## config.mk

```make
export PLATFORM = sky130hd
export DESIGN_NAME = pin_release_seq
export DESIGN_NICKNAME = d
export VERILOG_FILES = /design/src/rtl/pin_seq_pkg.sv /design/src/rtl/prs_rst_sync.sv /design/src/rtl/prs_stage_timer.sv /design/src/rtl/prs_cfg_latch.sv /design/src/rtl/prs_oe_bank.sv /design/src/rtl/pin_release_seq.sv
export SDC_FILE = /design/constraint.sdc
export NUM_CORES = 1
export LEC_CHECK = 0
export BUFFER_PORTS_ARGS = -buffer_cell sky130_fd_sc_hd__clkbuf_2
export CORE_ASPECT_RATIO = 1.4
export CORE_MARGIN = 2
export CORE_UTILIZATION = 45
export CTS_CLUSTER_DIAMETER = 100
export CTS_CLUSTER_SIZE = 10
export DETAILED_ROUTE_END_ITERATION = 10
export GPL_TIMING_DRIVEN = 0
export PLACE_DENSITY = 0.74
export SLEW_MARGIN = 25
export SYNTH_ARGS = -nofsm -noshare
export SYNTH_HDL_FRONTEND = slang
export SYNTH_SLANG_ARGS = --single-unit
```

## constraint.sdc

```tcl
create_clock -name clk -period 0.95 [get_ports clk]
set_input_delay 0.1425 -clock clk [delete_from_list [all_inputs] [get_ports clk]]
set_output_delay 0.1425 -clock clk [all_outputs]
set_load 0.005 [all_outputs]
```

## src/rtl/pin_seq_pkg.sv

```systemverilog
package pin_seq_pkg;

   typedef enum logic [1:0] {
      ST_HOLD = 2'd0,
      ST_SRST = 2'd1,
      ST_WAIT = 2'd2,
      ST_RUN  = 2'd3
   } seq_state_t;

   typedef struct packed {
      logic bus;
      logic lclk;
      logic vid;
      logic srst;
   } pin_plan_t;

   function automatic pin_plan_t plan_of(seq_state_t st);
      pin_plan_t p;
      unique case (st)
         ST_HOLD: p = '{bus: 1'b0, lclk: 1'b0, vid: 1'b0, srst: 1'b1};
         ST_SRST: p = '{bus: 1'b1, lclk: 1'b1, vid: 1'b0, srst: 1'b1};
         ST_WAIT: p = '{bus: 1'b1, lclk: 1'b1, vid: 1'b0, srst: 1'b0};
         default: p = '{bus: 1'b1, lclk: 1'b1, vid: 1'b1, srst: 1'b0};
      endcase
      return p;
   endfunction

endpackage

```

## src/rtl/prs_rst_sync.sv

```systemverilog
module prs_rst_sync #(
   parameter int STAGES = 2
) (
   input  logic clk,
   input  logic arst_n,
   output logic rst_n_o
);
   logic [STAGES-1:0] chain_q;

   always_ff @(posedge clk or negedge arst_n) begin
      if (!arst_n) chain_q[0] <= 1'b0;
      else         chain_q[0] <= 1'b1;
   end

   for (genvar i = 1; i < STAGES; i++) begin : g_stage
      always_ff @(posedge clk or negedge arst_n) begin
         if (!arst_n) chain_q[i] <= 1'b0;
         else         chain_q[i] <= chain_q[i-1];
      end
   end

   assign rst_n_o = chain_q[STAGES-1];
endmodule

```

## src/rtl/prs_stage_timer.sv

```systemverilog
module prs_stage_timer #(
   parameter int CW = 8
) (
   input  logic          clk,
   input  logic          rst_n,
   input  logic          clr,
   output logic [CW-1:0] cnt_o
);
   logic [CW-1:0] cnt_q;

   always_ff @(posedge clk or negedge rst_n) begin
      if (!rst_n)   cnt_q <= '0;
      else if (clr) cnt_q <= '0;
      else          cnt_q <= cnt_q + 1'b1;
   end

   assign cnt_o = cnt_q;
endmodule

```

## src/rtl/prs_cfg_latch.sv

```systemverilog
module prs_cfg_latch (
   input  logic clk,
   input  logic rst_n,
   input  logic pulse_i,
   input  logic consume_i,
   output logic pend_o
);
   logic pend_q;

   always_ff @(posedge clk or negedge rst_n) begin
      if (!rst_n)         pend_q <= 1'b0;
      else if (consume_i) pend_q <= 1'b0;
      else if (pulse_i)   pend_q <= 1'b1;
   end

   assign pend_o = pend_q;
endmodule

```

## src/rtl/prs_oe_bank.sv

```systemverilog
module prs_oe_bank #(
   parameter int W       = 1,
   parameter bit RST_VAL = 1'b0
) (
   input  logic         clk,
   input  logic         rst_n,
   input  logic         en_i,
   output logic [W-1:0] oe_o
);
   for (genvar i = 0; i < W; i++) begin : g_pin
      logic pin_q;
      always_ff @(posedge clk or negedge rst_n) begin
         if (!rst_n) pin_q <= RST_VAL;
         else        pin_q <= en_i;
      end
      assign oe_o[i] = pin_q;
   end
endmodule

```

## src/rtl/pin_release_seq.sv

```systemverilog
module pin_release_seq
   import pin_seq_pkg::*;
#(
   parameter int SYNC_STAGES = 2,
   parameter int HIZ_CYCLES  = 2500000,
   parameter int SRST_CYCLES = 64,
   parameter int VID_W       = 8,
   parameter int STS_W       = 3
) (
   input  logic             clk,
   input  logic             por_n,
   input  logic             cfg_done,
   output logic             bus_oe,
   output logic             lclk_oe,
   output logic [VID_W-1:0] vid_oe,
   output logic [STS_W-1:0] sts_oe,
   output logic             core_srst
);
   localparam int MAXLEN = (HIZ_CYCLES > SRST_CYCLES) ? HIZ_CYCLES : SRST_CYCLES;
   localparam int CW     = $clog2(MAXLEN + 1);
   localparam logic [CW-1:0] HIZ_LAST  = CW'(HIZ_CYCLES - 1);
   localparam logic [CW-1:0] SRST_LAST = CW'(SRST_CYCLES - 1);

   if (SYNC_STAGES < 2) begin : g_bad_sync
      $error("SYNC_STAGES must be at least 2");
   end
   if (HIZ_CYCLES < 1) begin : g_bad_hiz
      $error("HIZ_CYCLES must be at least 1");
   end
   if (SRST_CYCLES < 1) begin : g_bad_srst
      $error("SRST_CYCLES must be at least 1");
   end
   if (VID_W < 1 || STS_W < 1) begin : g_bad_width
      $error("pin group widths must be at least 1");
   end

   logic          rst_i_n;
   logic [CW-1:0] cnt;
   logic          tmr_clr;
   logic          pend;
   seq_state_t    state_q, state_d;
   pin_plan_t     plan_d;
   logic [0:0]    bus_v, lclk_v, srst_v;

   prs_rst_sync #(.STAGES(SYNC_STAGES)) i_sync (
      .clk     (clk),
      .arst_n  (por_n),
      .rst_n_o (rst_i_n)
   );

   prs_stage_timer #(.CW(CW)) i_timer (
      .clk   (clk),
      .rst_n (rst_i_n),
      .clr   (tmr_clr),
      .cnt_o (cnt)
   );

   prs_cfg_latch i_cfg (
      .clk       (clk),
      .rst_n     (rst_i_n),
      .pulse_i   (cfg_done),
      .consume_i (state_q == ST_RUN),
      .pend_o    (pend)
   );

   always_comb begin
      state_d = state_q;
      unique case (state_q)
         ST_HOLD: if (cnt == HIZ_LAST)  state_d = ST_SRST;
         ST_SRST: if (cnt == SRST_LAST) state_d = ST_WAIT;
         ST_WAIT: if (cfg_done || pend) state_d = ST_RUN;
         default: state_d = ST_RUN;
      endcase
   end

   assign tmr_clr = (state_d != state_q) || (state_q == ST_WAIT) || (state_q == ST_RUN);
   assign plan_d  = plan_of(state_d);

   always_ff @(posedge clk or negedge rst_i_n) begin
      if (!rst_i_n) state_q <= ST_HOLD;
      else          state_q <= state_d;
   end

   prs_oe_bank #(.W(1), .RST_VAL(1'b0)) i_bus (
      .clk (clk), .rst_n (rst_i_n), .en_i (plan_d.bus), .oe_o (bus_v)
   );
   prs_oe_bank #(.W(1), .RST_VAL(1'b0)) i_lclk (
      .clk (clk), .rst_n (rst_i_n), .en_i (plan_d.lclk), .oe_o (lclk_v)
   );
   prs_oe_bank #(.W(VID_W), .RST_VAL(1'b0)) i_vid (
      .clk (clk), .rst_n (rst_i_n), .en_i (plan_d.vid), .oe_o (vid_oe)
   );
   prs_oe_bank #(.W(STS_W), .RST_VAL(1'b0)) i_sts (
      .clk (clk), .rst_n (rst_i_n), .en_i (plan_d.vid), .oe_o (sts_oe)
   );
   prs_oe_bank #(.W(1), .RST_VAL(1'b1)) i_srst (
      .clk (clk), .rst_n (rst_i_n), .en_i (plan_d.srst), .oe_o (srst_v)
   );

   assign bus_oe    = bus_v[0];
   assign lclk_oe   = lclk_v[0];
   assign core_srst = srst_v[0];
endmodule

```

[Yosys cells after proc, flatten, opt, wreduce, memory -nomap -nowiden]
Index checks and enable logic that the tools add are counted.
Word-level totals
  output and inout port bits: 14
  word-level logic and storage cells: 32
  input port bits: 3
  register bits: 31
Operators by class
  equality and inequality tests: 8
  muxes and demuxes: 8
  $add $sub $neg: 1
  reduce and logical (&&, ||, !) cells: 6
Operators with widths (number)
  $add A22 B1 Y22 const B: 1
  $eq A22 B22 Y1 const B: 1
  $eq A22 B6 Y1 const B: 1
  $mux W22: 1
  $pmux W4 S3: 1
  $eq A2 B2 Y1 const B: 3
  $mux W2: 3
  $pmux W2 S3: 1
  $eq A2 B1 Y1 const B: 2
  $logic_not A2 Y1: 2
  $logic_or A1 B1 Y1: 3
  $mux W1: 2
  $ne A2 B2 Y1: 1
  $reduce_bool A2 Y1: 1

[Longest topological paths before layout]
Gate-level depths: netlist of the first run.
  depth after elaboration: 7
  mapped depth: 7
  depth with buffers taken out: 5

[Hierarchy]
A second synthesis of the first run with hierarchy kept.
Unflattened totals
  cell total of the unflattened synthesis: 151
  area, all modules: 1565.3 um^2
Modules (own cells, without submodules)
  prs_stage_timer: seq. area each 550.5 um^2, instances 1, area each 1058.5 um^2, cells an instance 105
  pin_release_seq: seq. area each 50.0 um^2, instances 1, area each 209.0 um^2, cells an instance 25
  prs_oe_bank (i_vid): seq. area each 25.0 um^2, instances 1, area each 85.1 um^2, cells an instance 9
  prs_rst_sync: seq. area each 50.0 um^2, instances 1, area each 53.8 um^2, cells an instance 3
  prs_oe_bank (i_bus ...): seq. area each 25.0 um^2, instances 2, area each 25.0 um^2, cells an instance 1
  prs_oe_bank (i_sts): seq. area each 25.0 um^2, instances 1, area each 47.5 um^2, cells an instance 4
  prs_cfg_latch: seq. area each 25.0 um^2, instances 1, area each 35.0 um^2, cells an instance 2
  prs_oe_bank (i_srst): seq. area each 26.3 um^2, instances 1, area each 26.3 um^2, cells an instance 1

[Worst setup path after synthesis of the first run]
OpenSTA, ideal clock, no wires.
  path type: register -> register
  from: reg i_timer.cnt_q[0] (netlist: i_timer.cnt_o[0])
  to: reg i_timer.cnt_q[15] (netlist: i_timer.cnt_o[15])
  setup time: 138 ps
  required time: 812 ps
  clock period less this slack: 1773 ps
  slack: -823 ps
  buffers on the path: 2
  stages on the path, launching flop included: 8
  data arrival time: 1635 ps
  cell sequence: dfrtp_1 ha_1 and4_1 buf_4 nand4_4 nor4_4 buf_6 a211oi_1
On the way
  cells in the longest elaborated chain, start to end: 7
  elaborated cells on any way between the ends: 10
  those cells by class: 1 x add/sub; 3 x eq/ne; 4 x mux; 2 x reduce/logical
RTL lines
  from (decl): RTL line prs_stage_timer.sv:9  | logic [CW-1:0] cnt_q;
  from (signal assigned): RTL line prs_stage_timer.sv:14  | else cnt_q <= cnt_q + 1'b1;
  $eq A22 B6 Y1 or $eq A22 B22 Y1 (tied branches): RTL line pin_release_seq.sv:70, pin_release_seq.sv:69
  $mux W2 (on tied branches): RTL line pin_release_seq.sv:70, pin_release_seq.sv:69
  $pmux W2 S3: RTL line pin_release_seq.sv:68  | unique case (state_q)
  $ne A2 B2 Y1: RTL line pin_release_seq.sv:76  | assign tmr_clr = (state_d != state_q) || (state_q == ST_WAIT) || (state_q == ST_RUN);
  $logic_or A1 B1 Y1 (2 in series): RTL line pin_release_seq.sv:76
  $mux W22 (*): RTL line prs_stage_timer.sv:13  | else if (clr) cnt_q <= '0;
Mark *: on every way between the ends. The rest lies on a longest branch, timed or not.
A chain may end at the register's enable or synchronous reset.

[Final worst setup path of the first run]
  from: reg i_timer.cnt_q[0] (netlist: i_timer.cnt_o[0])
  to: reg i_timer.cnt_q[21] (netlist: i_timer.cnt_o[21])
Same word-level chain as after synthesis.

==> summary.md, run 1 <==
| Metric | Value |
|---|---|
| Reg power frac | `50.9%` |
| Pwr/cell area | `1056 nW/um2` |
| Final Max Tran Viols | `0` |
| Unrepaired setup endpoints after global routing | `true` |
| Row cnt | `25` |
| Maximum VDD drop | `1234 uV` |
| HP Class | `primary input to register` |
| Grt ovf | `0` |
| Clock root cell | `clkbuf_8` |
| Switching Fraction | `19.39%` |
| DR iter-0 viols | `30` |
| Reg area | `760.7 um2` |
| Yosys reg bits | `30` |
| Vias per inst | `5.959` |
| Share of layout cells above drive strength 1 | `54.95%` |
| Final setup TNS | `-22.92 ns` |
| Worst Path Arrival | `1.98 ns` |
| Netlist cell types | `37` |
| Critical R2R Capture | `i_timer.cnt_o[21]` |
| TritonCTS Buffers | `5` |
| Required @ worst endpoint | `1.14 ns` |
| Clock slew at the register clock pins of the worst setup and hold paths | `0.07 ns` |
| Dpl cells | `206` |
| Status | `finished, violations left` |
| Post-route setup slack | `-0.8374 ns` |
| Filler cells | `220` |
| Part of the power in combinational logic | `0.3%` |
| Initial DRT Pass Iterations | `4` |
| Worst r2r path cells | `5` |
| Largest net degree at the start of global routing | `29` |
| Final setup violating endpoints | `38` |
| Initial antenna violation count | `0` |
| Antenna Cells | `0` |
| Critical Path Sink | `i_timer.cnt_o[21]` |
| Total number of vias | `1442` |
| Start of the worst register-to-register path | `i_timer.cnt_o[0]` |
| I/O Buffers | `16` |
| CP endpoint kind | `register` |
| Avg Inst Size Synth | `10.46 um2` |
| Die Height | `73.87 um` |
| DRT antenna net count | `0` |
| P&R area growth vs syn | `54.94%` |
| Clock skew | `0.008657 ns` |
| Tmin final | `1.787 ns` |
| Num Clock Sinks | `30` |
| Hold path start | `cfg_done` |
| Leakage | `0.001043 uW` |
| Setup WS pre-CTS | `-0.9569 ns` |
| Crit Path Max Fanout | `5` |
| NumNets Final | `205` |
| Die X | `53.91 um` |
| First-pass GRT wire length | `6.527 mm` |
| F_max | `559.5 MHz` |
| Synth area leaders | `dfrtp_1 46%, buf_4 6.2%, xor2_1 4.5%` |
| Clk pwr share | `48.8%` |
| Max_cap viols | `0` |
| Synth top area share | `46.25%` |
| Placer Congestion | `0.8068` |
| Syn Nets | `154` |
| Finished Layout Cells | `242` |
| Core area | `3347 um2` |
| Crit Path Category | `register to register` |
| Relative slew slack | `59.15%` |
| Slew @ Worst Pin | `0.6128 ns` |
| Worst reg2reg setup slack | `-0.84 ns` |
| GRT Overall Usage | `22.88%` |
| Avg WL per Cell | `18.76 um` |
| Int Pwr | `2069 uW` |
| Synthesis Warnings | `0` |
| Area leader, netlist | `dfrtp_1` |
| Post-synthesis sequential area ratio | `47.93%` |
| Clk_lat worst skew | `0.29 ns` |
| Startpoint Class | `register` |
| Area of the die | `3982 um2` |
| Hold Vio Cnt, Final | `0` |
| Number of global-route vias before repair | `1438` |
| Hold slack | `0.1269 ns` |
| Ports | `17` |
| Final WL | `4.539 mm` |
| Cell Area, Synth | `1569 um2` |
| CTS tree | `done` |
| Syn Inst Count | `150` |
| Multi-input combinational cell area | `862.1 um2` |
| H-tree levels | `2` |
| Failing checks | `negative setup slack` |
| Clock buffer depth | `2` |
| Net Sw Power | `497.7 uW` |
| Crit share post-route | `188.1%` |
| Final HPWL DP | `2.322 mm` |
| DR DRC count | `0` |
| Initial core utilization | `46.88%` |
| Worst Setup SP | `i_timer.cnt_o[0]` |
## registers in the layout, summed over array words and instances, names as in the netlist
signal	cells
state_q	2
i_timer.cnt_o	22
i_srst.oe_o	1
i_bus.oe_o	1
i_cfg.pend_o	1
i_sts.g_pin.pin_q	1
i_sync.chain_q	1
i_sync.rst_n_o	1
## how the worst min path moves through the flow
stage	endpoint	slack, ns	cells past startpoint
after global placement	i_sync.rst_n_o	-0.07	1
after floorplan	i_sync.chain_q[0]	-0.15	0
after CTS	i_cfg.pend_o	0.12	3
after global routing	i_sts.g_pin[2].pin_q	0.16	2
final	i_cfg.pend_o	0.13	3
after detailed placement	i_sync.chain_q[0]	-0.07	1
## metrics by stage
stage	utilization, %	instance area [um2]	power [uW]
after floorplan	-	1592	1323
after global placement	51.44	1722	1334
after detailed placement	51.48	1723	1336
after CTS	63.70	2132	2583
after global routing	72.64	2431	2641
final	72.64	2431	2566
## cells in the final DEF, fill, tap and decap left out, types with 2 or more instances in the layout
master and n:
nor3_2 11, clkbuf_8 5, dfrtp_2 7, xor2_1 8
inv_1 3, and4_1 3, buf_8 4, nand4_1 8
a211oi_2 8, dfrtp_1 22, or3_1 7, buf_4 15
nor4_4 2, xnor2_1 2, buf_12 3, nand2_1 7
and2_1 2, and4_4 3, o21ai_0 6, nand3_1 5
nor2_1 3, clkbuf_2 6, buf_6 32
## area by class of cell
cell class                      count  share of cell area, %
Sequential cell                    30                  31.29
Timing Repair Buffer               47                  18.89
Buffer                             14                  7.154
Multi-Input combinational cell     99                  35.46
Tap cell                           40                  2.059
Clock inverter                      2                  1.544
Clock buffer                        6                  2.985
Inverter                            4                 0.6176
## metal layers
metal | up-vias | part of all wire, % | global-route usage (%)
li1 | 641 | - | -
met1 | 729 | 35 | 25.10
met2 | 59 | 57 | 39.16
met3 | 13 | 5.1 | 6.707
met4 | 0 | 2.7 | 10.83
met5 | - | 0 | 0
## power groups by stage
| stage | Sequential, uW | Combinational, uW | Clock (uW) |
|---|---|---|---|
| finish | 1310 | 8.94 | 1250 |
| global route | 1310 | 10.4 | 1320 |
| CTS | 1310 | 8.96 | 1270 |
| detailed placement | 1330 | 5.72 | 0 |
| global placement | 1330 | 5.57 | 0 |
| floorplan | 1320 | 0.365 | 0 |
## logic make-up (layout without fill, tap and decap cells)
| kind of cell | Yosys count | after routing | synth area share, % |
|---|---|---|---|
| other | 1 | 1 | 0.2390 |
| buffers and inverters | 21 | 73 | 9.170 |
| XOR/XNOR | 11 | 11 | 6.141 |
| flip-flops | 30 | 30 | 47.93 |
| AND/OR/NAND/NOR | 64 | 64 | 26.24 |
| AO/OA/AOI/OAI | 22 | 22 | 9.489 |
| adder cells (fa/ha/maj) | 1 | 1 | 0.7973 |
## critical path, stage by stage, from the launching register on
cell and delay, ns:
dfrtp_1 0.42, buf_6 0.13, and4_4 0.26, nand4_1 0.19, or4_1 0.47, a211oi_2 0.21
## synth_stat cells (all sizes together)
library cell	n
o21bai	1
and2	2
ha	1
clkbuf	1
xor2	8
nand4b	1
nand3	6
a211o	1
nand2b	1
nor3b	1
nand2	7
dfrtp	29
dfstp	1
o31ai	1
nor2	3
o31a	1
xnor2	3
o21ai	8
a21oi	1
conb	1
or4	1
and4	6
nand4	9
a211oi	9
buf	16
nor4	3
and3	1
nor3	13
or3	8
nor4b	1
nand3b	1
inv	4
## repair_timing
| item | CTS | global route |
|---|---|---|
| pin swaps | 5 | 17 |
| gates cloned | 3 | 0 |
| endpoints found under the hold margin | 2 | 0 |
| setup endpoints to repair | 39 | 40 |
| setup buffers | 19 | 10 |
| hold buffers | 1 | 0 |
| gates resized for setup | 27 | 64 |
Note: power is estimated with default switching activity, not from simulation.
==> run 2: changes to the inputs <==
PLACE_DENSITY = 0.78   (was 0.74)
==> summary.md, run 2 (synthesis results as in run 1) <==
| Metric | Value |
|---|---|
| Max FFs per register | `22 (unchanged)` |
| Row cnt | `25 (unchanged)` |
| Total number of vias | `1369 (was 1442)` |
| P&R area growth vs syn | `40.99% (was 54.94%)` |
| Die Height | `73.87 um (unchanged)` |
| Clock buffer depth | `2 (unchanged)` |
| First-pass GRT wire length | `6.630 mm (was 6.527 mm)` |
| CP endpoint kind | `register (unchanged)` |
| Initial antenna violation count | `0 (unchanged)` |
| Unrepaired setup endpoints after global routing | `true (unchanged)` |
| Placer Congestion | `0.8568 (was 0.8068)` |
| Number of global-route vias before repair | `1387 (was 1438)` |
| Post-route setup slack | `-0.8498 ns (was -0.8374 ns)` |
| Vias per inst | `5.901 (was 5.959)` |
| Avg WL per Cell | `17.12 um (was 18.76 um)` |
| Required @ worst endpoint | `1.14 ns (about the same)` |
| DRT antenna net count | `0 (unchanged)` |
| Multi-input combinational cell area | `805.8 um2 (was 862.1 um2)` |
| Initial core utilization | `46.88% (unchanged)` |
| F_max | `555.6 MHz (was 559.5 MHz)` |
| Reg area | `755.7 um2 (was 760.7 um2)` |
| Leakage | `0.0009545 uW (was 0.001043 uW)` |
| Initial DRT Pass Iterations | `4 (unchanged)` |
| Failing checks | `negative setup slack (unchanged)` |
| Tmin final | `1.800 ns (was 1.787 ns)` |
| Final WL | `3.971 mm (was 4.539 mm)` |
| NumNets Final | `195 (was 205)` |
| Grt ovf | `0 (unchanged)` |
| CTS tree | `done (unchanged)` |
| TritonCTS Buffers | `5 (unchanged)` |
| Hold path cells | `2 (was 3)` |
| Clk_lat worst skew | `0.28 ns (was 0.29 ns)` |
| Worst r2r path cells | `5 (unchanged)` |
| Final Max Tran Viols | `0 (unchanged)` |
| Antenna Cells | `0 (unchanged)` |
| Clock root cell | `clkbuf_8 (unchanged)` |
| Clock slew at the register clock pins of the worst setup and hold paths | `0.06 ns (was 0.07 ns)` |
| Relative slew slack | `60.11% (was 59.15%)` |
| Largest net degree at the start of global routing | `29 (unchanged)` |
| Final setup violating endpoints | `38 (unchanged)` |
| I/O Buffers | `16 (unchanged)` |
| Hold Vio Cnt, Final | `0 (unchanged)` |
| DP Area | `1722 um2 (was 1723 um2)` |
| HP Class | `primary input to register (unchanged)` |
| Startpoint Class | `register (unchanged)` |
| Status | `finished, violations left (unchanged)` |
| Final HPWL DP | `2.237 mm (was 2.322 mm)` |
| Clock skew | `0.002872 ns (was 0.008657 ns)` |
| Ports | `17 (unchanged)` |
| Crit share post-route | `189.5% (was 188.1%)` |
| Area of the die | `3982 um2 (unchanged)` |
| DR DRC count | `0 (unchanged)` |
| Num Clock Sinks | `30 (unchanged)` |
| Crit Path Max Fanout | `7 (was 5)` |
| Commonest non-fill, non-tap cells in the layout | `27 x buf_6, 26 x dfrtp_1, 12 x buf_4, 11 x nor3_2 (was 32 x buf_6, 22 x dfrtp_1, 15 x buf_4, 11 x nor3_2)` |
| Final setup TNS | `-22.94 ns (was -22.92 ns)` |
| Die X | `53.91 um (unchanged)` |
| Final instance area | `2212 um2 (was 2431 um2)` |
| Crit Path Category | `register to register (unchanged)` |
| Core area | `3347 um2 (unchanged)` |
| Maximum VDD drop | `1293 uV (was 1234 uV)` |
| Share of layout cells above drive strength 1 | `46.88% (was 54.95%)` |
| Filler cells | `230 (was 220)` |
| Pwr/cell area | `1061 nW/um2 (was 1056 nW/um2)` |
| Worst Path Arrival | `1.98 ns (about the same)` |
| Commonest non-fill, non-tap cell in the layout | `buf_6 (unchanged)` |
| H-tree levels | `2 (unchanged)` |
| GRT Overall Usage | `23.53% (was 22.88%)` |
| Max_cap viols | `0 (unchanged)` |
| DR iter-0 viols | `85 (was 30)` |
| Slew @ Worst Pin | `0.5983 ns (was 0.6128 ns)` |
==> run 2: cell count changes in the layout (fill, tap and decap cells not counted), sizes merged <==
cell / delta
buf: -12
clkbuf: +3
bufinv: -1
clkinv: +1
clkinvlp: -1
==> run 2: cell type report <==
| class | instances | share of cell area (%) |
|---|---|---|
| flip-flops and latches | 30 | 34.16 |
| clock inverters | 1 | 0.2262 |
| inverters | 4 | 0.6787 |
| clock buffers | 7 | 3.903 |
| plain buffers | 15 | 7.975 |
| well taps | 40 | 2.262 |
| repair buffers | 36 | 14.37 |
| multi-input cells | 99 | 36.43 |
==> run 2: final timing paths <==
kind	from	end	slack, ns
setup reg to reg	i_timer.cnt_o[0]	i_timer.cnt_o[15]	-0.85
hold / removal	cfg_done	i_sts.g_pin[2].pin_q	0.14
max in group asynchronous	i_sync.rst_n_o	i_timer.cnt_o[9]	0.24
hold reg to reg	i_sync.rst_n_o	i_timer.cnt_o[11]	0.28
setup / recovery	i_timer.cnt_o[0]	i_timer.cnt_o[15]	-0.85
min in group asynchronous	por_n	i_sync.chain_q[0]	0.18
==> run 2: metal layers <==
layer	vias to the layer above	global-route usage, %	routed length [um]
met4	0	9.117	91
met5	-	0	0
met1	658	27.60	1417
met2	71	40.24	2222
li1	627	-	-
met3	13	5.691	240
==> run 2: critical path: stages, from the launching register on <==
cell,delay [ns]
dfrtp_1,0.36
buf_4,0.14
and4_4,0.26
nand4_1,0.27
or3_4,0.46
a211oi_2,0.22
==> run 2: repair_timing <==
action / in CTS / in global routing
pin swaps: 16 / 5
gates cloned: 2 / 0
endpoints found under the hold margin: 2 / 0
hold buffers: 1 / 0
setup endpoints to repair: 67 / 38
gates resized for setup: 41 / 21
setup buffers: 14 / 3
==> run 2: power breakdown <==
group	internal [uW]	switching [uW]	total [uW]
combinational	5.60	4.57	10.2
sequential	1280	23.0	1310
clock	582	448	1030
==> run 2: per-stage QoR <==
step	setup WS (ns)	utilization, %	hold WS, ns	total power [uW]	cells
floorplan	-0.6734	-	-0.1531	1323	150
global placement	-0.8941	51.44	-0.07154	1334	206
detailed placement	-0.9400	51.44	-0.06115	1336	206
CTS	-0.8799	63.03	0.1253	2367	230
global route	-0.9128	66.09	0.1368	2422	232
finish	-0.8498	66.09	0.1379	2347	232
